### src/rtl/cipher_seq_ctrl.sv
module cipher_seq_ctrl #(
  parameter int LEN_W = 5,
  parameter int CNT_W = 12
) (
  input  logic             clk,
  input  logic             rst,
  input  logic             start,
  input  logic             chain_mode,
  input  logic             encrypt,
  input  logic [LEN_W-1:0] blk_count,
  input  logic             key_req,
  input  logic             core_ready,
  output logic             core_go,
  output logic             core_key_load,
  output logic             core_chain,
  output logic             core_encrypt,
  output logic [LEN_W-1:0] blocks_left,
  output logic [CNT_W-1:0] pkt_count,
  output logic             busy,
  output logic             done
);
  localparam logic [CNT_W-1:0] PKT_MAX = {CNT_W{1'b1}};
  localparam logic [LEN_W-1:0] ONE     = LEN_W'(1);

  typedef enum logic [2:0] {S_IDLE, S_KEY, S_KWAIT, S_ISSUE, S_WAIT} st_t;
  st_t st;

  logic [CNT_W-1:0] pkt_next;
  assign pkt_next = (pkt_count == PKT_MAX) ? PKT_MAX : pkt_count + 1'b1;

  assign core_go       = (st == S_ISSUE);
  assign core_key_load = (st == S_KEY);
  assign busy          = (st != S_IDLE);

  always_ff @(posedge clk) begin
    if (rst) begin
      st           <= S_IDLE;
      blocks_left  <= '0;
      pkt_count    <= '0;
      done         <= 1'b0;
      core_chain   <= 1'b0;
      core_encrypt <= 1'b0;
    end else begin
      done <= 1'b0;
      unique case (st)
        S_IDLE: if (start) begin
          core_chain   <= chain_mode;
          core_encrypt <= encrypt;
          blocks_left  <= blk_count;
          if (blk_count == '0) begin
            done      <= 1'b1;
            pkt_count <= pkt_next;
          end else begin
            st <= key_req ? S_KEY : S_ISSUE;
          end
        end
        S_KEY:   st <= S_KWAIT;
        S_KWAIT: if (core_ready) st <= S_ISSUE;
        S_ISSUE: st <= S_WAIT;
        S_WAIT: if (core_ready) begin
          blocks_left <= blocks_left - ONE;
          if (blocks_left == ONE) begin
            done      <= 1'b1;
            pkt_count <= pkt_next;
            st        <= S_IDLE;
          end else begin
            st <= S_ISSUE;
          end
        end
        default: st <= S_IDLE;
      endcase
    end
  end
endmodule

### config.mk
export PLATFORM = sky130hd
export DESIGN_NAME = cipher_seq_ctrl
export DESIGN_NICKNAME = d
export VERILOG_FILES = /design/src/rtl/cipher_seq_ctrl.sv
export SDC_FILE = /design/constraint.sdc
export NUM_CORES = 1
export LEC_CHECK = 0
export ABC_AREA = 1
export CORE_MARGIN = 2
export CORE_UTILIZATION = 51
export CTS_BUF_LIST = sky130_fd_sc_hd__clkbuf_4
export DETAILED_ROUTE_END_ITERATION = 12
export GPL_ROUTABILITY_DRIVEN = 1
export PLACE_DENSITY_LB_ADDON = 0.05
export SLEW_MARGIN = 20
export SYNTH_ARGS = -nofsm -noshare
export SYNTH_HDL_FRONTEND = slang
export SYNTH_SLANG_ARGS = --single-unit
### constraint.sdc
create_clock -name clk -period 1.45 [get_ports clk]
set_input_delay 0.29 -clock clk [delete_from_list [all_inputs] [get_ports clk]]
set_output_delay 0.29 -clock clk [all_outputs]
set_load 0.02 [all_outputs]
* After elaboration in Yosys (flattened, before gate mapping)
Index checks and enable logic that the tools add are counted.
** Operators by class
- Divide/modulo/power cells :: 0
- $mul :: 0
- Shifts and indexed selects :: 0
- Bitwise logic cells :: 0
- Magnitude comparators :: 0
- Multiplexer cells :: 21
- Equal/unequal tests :: 12
- Reduce and logical (&&, ||, !) cells :: 8
- $add $sub $neg :: 2
** Operator list (number)
- $mux W12 :: 5
- $pmux W12 S2 :: 1
- $pmux W3 S5 :: 1
- $add A12 B1 Y12 const B :: 1
- $eq A12 B12 Y1 const B :: 1
- $mux W3 :: 4
- $ne A2 B2 Y1 const B :: 6
- $mux W5 :: 2
- $pmux W5 S2 :: 1
- $eq A3 B2 Y1 const B :: 2
- $eq A5 B1 Y1 const B :: 1
- $logic_not A5 Y1 :: 1
- $reduce_and A5 Y1 :: 1
- $sub A5 B1 Y5 const B :: 1
- $mux W1 :: 4
- $mux W2 :: 2
- $reduce_and A4 Y1 :: 1
- $eq A3 B1 Y1 const B :: 1
- $eq A3 B3 Y1 const B :: 1
- $logic_not A3 Y1 :: 1
- $reduce_and A3 Y1 :: 1
- $reduce_bool A3 Y1 :: 1
- $pmux W1 S2 :: 1
- $reduce_and A2 Y1 :: 1
- $reduce_bool A2 Y1 :: 1
** Word-level totals
- Latch bits :: 0
- Input bits :: 12
- Register bits :: 23
- Output and inout bits :: 23
- Memories kept :: 0
- RAM bits :: 0
- ROM bits :: 0

* Longest topological paths before layout
- Depth after elaboration :: 5
- Depth in mapped cells :: 10
- Gate-level depth less buffers :: 9

* Worst setup path after synthesis
Ideal clock, no wire load.
- Kind :: reg2reg
- Start :: register pkt_count[0]
- End :: register pkt_count[3]
- Library setup time :: 0.065 ns
- Arrival :: 1.415 ns
- Clock period less this slack :: 1.480 ns
- Path slack :: -0.030 ns
- Stages on the path, launching flop included :: 9
- Cell sequence :: dfxtp_1 -> ha_1 -> nand2_1 -> nor3_2 -> nand3_1 -> nand2_2 -> buf_6 -> nor2_2 -> nor2_1
** Between the ends
- Longest elaborated chain between the ends :: 5
- Elaborated cells on any way between the ends :: 8
- Those cells by class :: add/sub: 1; eq/ne: 1; mux: 6
** RTL lines
- start: declaration :: line 18 : output logic [CNT_W-1:0] pkt_count,
- start signal: assignment :: line 52 : pkt_count <= pkt_next;
- start signal: assignment :: line 64 : pkt_count <= pkt_next;
- $add A12 B1 Y12 or $eq A12 B12 Y1 (tied branches) :: line 29 : assign pkt_next = (pkt_count == PKT_MAX) ? PKT_MAX : pkt_count + 1'b1;
- $mux W12 (*) :: line 29
- $mux W12, on equally long branches :: line 62, 50
- $mux W12, on equally long branches :: line 60, 46
- $pmux W12 S2 (*) :: line 45 : unique case (st)
Every way passes the cells marked *; elsewhere a longest branch is shown, timed or not. The select of a mux whose other input is x is not followed.
A chain may end at the register's enable or synchronous reset.

* Worst setup path in the final report
- Start :: register pkt_count[7]
- End :: output port pkt_count[7]
No word-level cell between the ends.

==> impl_metrics.toml <==
[outcome]
status = "complete, no violations"

[sta]
period_minus_slack_ps = 1390
setup_viol_count_final = 0
fin_crit_sh_pct = 95.7
hold_slack_ps = 514
hold_viol = 0
worstMarginPinSlew_ps = 228
rsz0062_at_grt = "yes"
fmax_ghz = 0.721
slew_violations = 0
slew_headroom_pct = 84.7
finClkSkew_ps = 9.60

[final_layout]
area.growth.synth_to_final_pct = 43.8
fillCellCount = 220
drive_above_1_share_pct = 27.2
final_cells = 318
multiInputGateArea_um2 = 893
n_antenna_cell = 0
nets = 303
layout.area.seq_um2 = 475

[clocking]
insertion_delay_ps = 310
h-tree-depth = 1
hold_buffers = 0
clkSlewWorstSetupHoldPaths_ps = 120
cts_tree = "done"
clockBufferDepth = 2
cts.sinks = 23
root_buffer = "clkbuf_4"
cts-buffers-inserted = 3

[worst_setup_path]
worst_ep_required_time_ps = 1160
r2r_start = "pkt_count[0]$_SDFFE_PP0P_"
r2r-end = "pkt_count[0]$_SDFFE_PP0P_"
critPathTopFamily = "flip-flops"
path_max_fanout = 5
critPathArrivalTime_ps = 1100
cpPeakStageDelay_ps = 440
path_depth = 1
endpoint = "pkt_count[7]"
crit_buf_inv = 1
end_kind = "primary output"
critical_path.startpoint = "pkt_count[7]$_SDFFE_PP0P_"
reg2regPathDepth = 7
worst-setup-path-type = "reg2out"
start_kind = "flip-flop"
crit_chain = "dlygate4sd2_1"
worst_path_max_delay_cell = "dfxtp_1"
rrSetupSlack_ps = 100

[yosys]
ys_seq_area_share_pct = 31.7
syn_inst = 225
syn_nets = 240
synth_compound_area_share_pct = 10.7
muxShareOfSynthArea_pct = 0
synth_area_per_cell_um2 = 6.46
synth_simple_gate_area_share_pct = 42.5
yosysTopAreaCell = "dfxtp_1"
synthAdderAreaFrac_pct = 2.58
synth_top_area_share_pct = 31.7
synth-xor-area-share_pct = 2.41
synth_area_um2 = 1450
synth_top_family_by_area = "simple AND/OR/NAND/NOR gates"
synth-seq-cells = 23
synth.area.top_cells = "dfxtp_1 (32%), nor2_1 (11%), nand2_1 (9.8%), inv_1 (7.8%), o21ai_0 (7.2%)"
ys_types = 22
ys_warn_count = 0

[job]
maxCapViolCount = 0

[hold_path]
holdCritPathClass = "reg2reg"
worstHoldStart = "core_chain$_SDFFE_PP0P_"

[drt]
drc = 0
first_iter_violations = 72
via_per_inst = 5.04
vias = 1604
first_pass_iters = 4
wire_per_inst_um = 10.7
routed_wl_mm = 3.41
ant_nets = 0

[grt]
grt_usage_pct = 22.3
use_met2_pct = 35.7
antenna_found_initial = 0
use_met1_pct = 30.8
grt_pass1_vias = 1431
grt_start_max_net_pins = 20
grt_pass1_wl_mm = 5.94
grt-busiest-layer = "met2"
globalRouteOverflowTotal = 0
grt_use_met3_pct = 3.63

[die]
coreArea_um2 = 2730
initial_utilization_pct = 53.1
die_w_um = 57.4
io_pins = 35
die_h_um = 57.4
fp-row-count = 19
fp.dieArea_um2 = 3290

[pwr]
peakVddDrop_mv = 0.765
cellPowerDensity_nw_per_um2 = 914
cellLeakagePower_uw = 0.00104

[placed_design]
place_congestion = 0.808
hpwl_mm = 2.50
dp_cells = 311
port_buffers = 34
==> worst min path at each step <==
stage                     slack (ps)  depth (start not counted)                       to
final                            510                          2  core_chain$_SDFFE_PP0P_
after global routing             550                          2  core_chain$_SDFFE_PP0P_
after detailed placement         500                          2  core_chain$_SDFFE_PP0P_
after CTS                        520                          2  core_chain$_SDFFE_PP0P_
after floorplan                  360                          1          done$_SDFF_PP0_
after global placement           490                          2  core_chain$_SDFFE_PP0P_
==> registers in the layout, indices dropped and copies added, names as in the netlist <==
signal and cells:
blocks_left 5, core_chain 1, core_encrypt 1, done 1
pkt_count 12, st 3
==> cell families (layout without fill, tap and decap cells) <==
logic type / after synthesis / after routing
and+or+nand+nor: 129 / 130
AOI/OAI and AO/OA: 31 / 31
xor gates and xnor gates: 4 / 4
buffers and inverters: 35 / 96
adders and majority gates: 3 / 3
DFF: 23 / 23
==> synthesized netlist by cell type <==
cell type and n:
a21oi_1 8, buf_1 1, buf_6 2, dfxtp_1 23
ha_1 3, inv_1 30, inv_2 2, nand2_1 38
nand2_2 5, nand2_4 3, nand3_1 15, nand4_1 4
nor2_1 44, nor2_2 12, nor2_4 3, nor3_1 2
nor3_2 2, o21ai_0 21, o21ai_1 2, or2_2 1
xnor2_1 2, xor2_1 2
==> final cells by class <==
class | instances | area share [%]
clock buffers | 4 | 1.44
flip-flops and latches | 23 | 22.8
multi-input cells | 168 | 42.8
repair buffers | 60 | 25.4
inverters | 32 | 5.75
well taps | 31 | 1.86
==> routing by layer <==
metal	part of all wire, %	wire (µm)	vias to the layer above
li1	-	-	835
met1	46	1570	720
met2	47	1600	47
met3	6.4	218	2
met4	0.53	18	0
met5	0	0	-
==> cell usage in the layout, fill, tap and decap left out, drive strengths merged <==
cell type / n
dfxtp: 23
nor2: 59
inv: 32
clkdlybuf4s15: 1
nand3: 15
clkbuf: 4
or2: 1
o21ai: 23
dlygate4sd2: 19
xnor2: 2
nor3: 4
clkdlybuf4s50: 11
xor2: 2
nand2: 47
ha: 3
nand4: 4
buf: 29
a21oi: 8
==> stage by stage <==
stage	power (µW)	setup slack, ps	util (%)	setup TNS [ps]	instance area, µm²
after floorplan	1250	2.45	-	0	1450
after global placement	1600	-360	73.6	-4240	2010
after global routing	2060	-25.9	76.4	-38.9	2090
after CTS	1890	4.84	74.0	0	2020
final	1910	62.5	76.4	0	2090
after detailed placement	1600	-391	73.6	-4620	2010
==> worst reg2reg max path: cells and delay by family, from the launching register on <==
kind          cells  cell delay, ps
flops             1             380
simple gates      6             780
fa+ha+maj         1             140
==> power breakdown <==
| part | internal, µW | leakage, µW | switching, µW |
|---|---|---|---|
| clock network | 126 | 0.0000184 | 191 |
| registers | 711 | 0.000192 | 68.9 |
| logic | 361 | 0.000833 | 451 |
| total | 1200 | 0.00104 | 711 |
==> repair_timing <==
action / in CTS / in global routing
gates resized for setup: 34 / 24
gates cloned: 0 / 1
buffers inserted: 1 / 1
setup endpoints to repair: 34 / 19
pin swaps: 1 / 7
(Power assumes the default switching activity.)
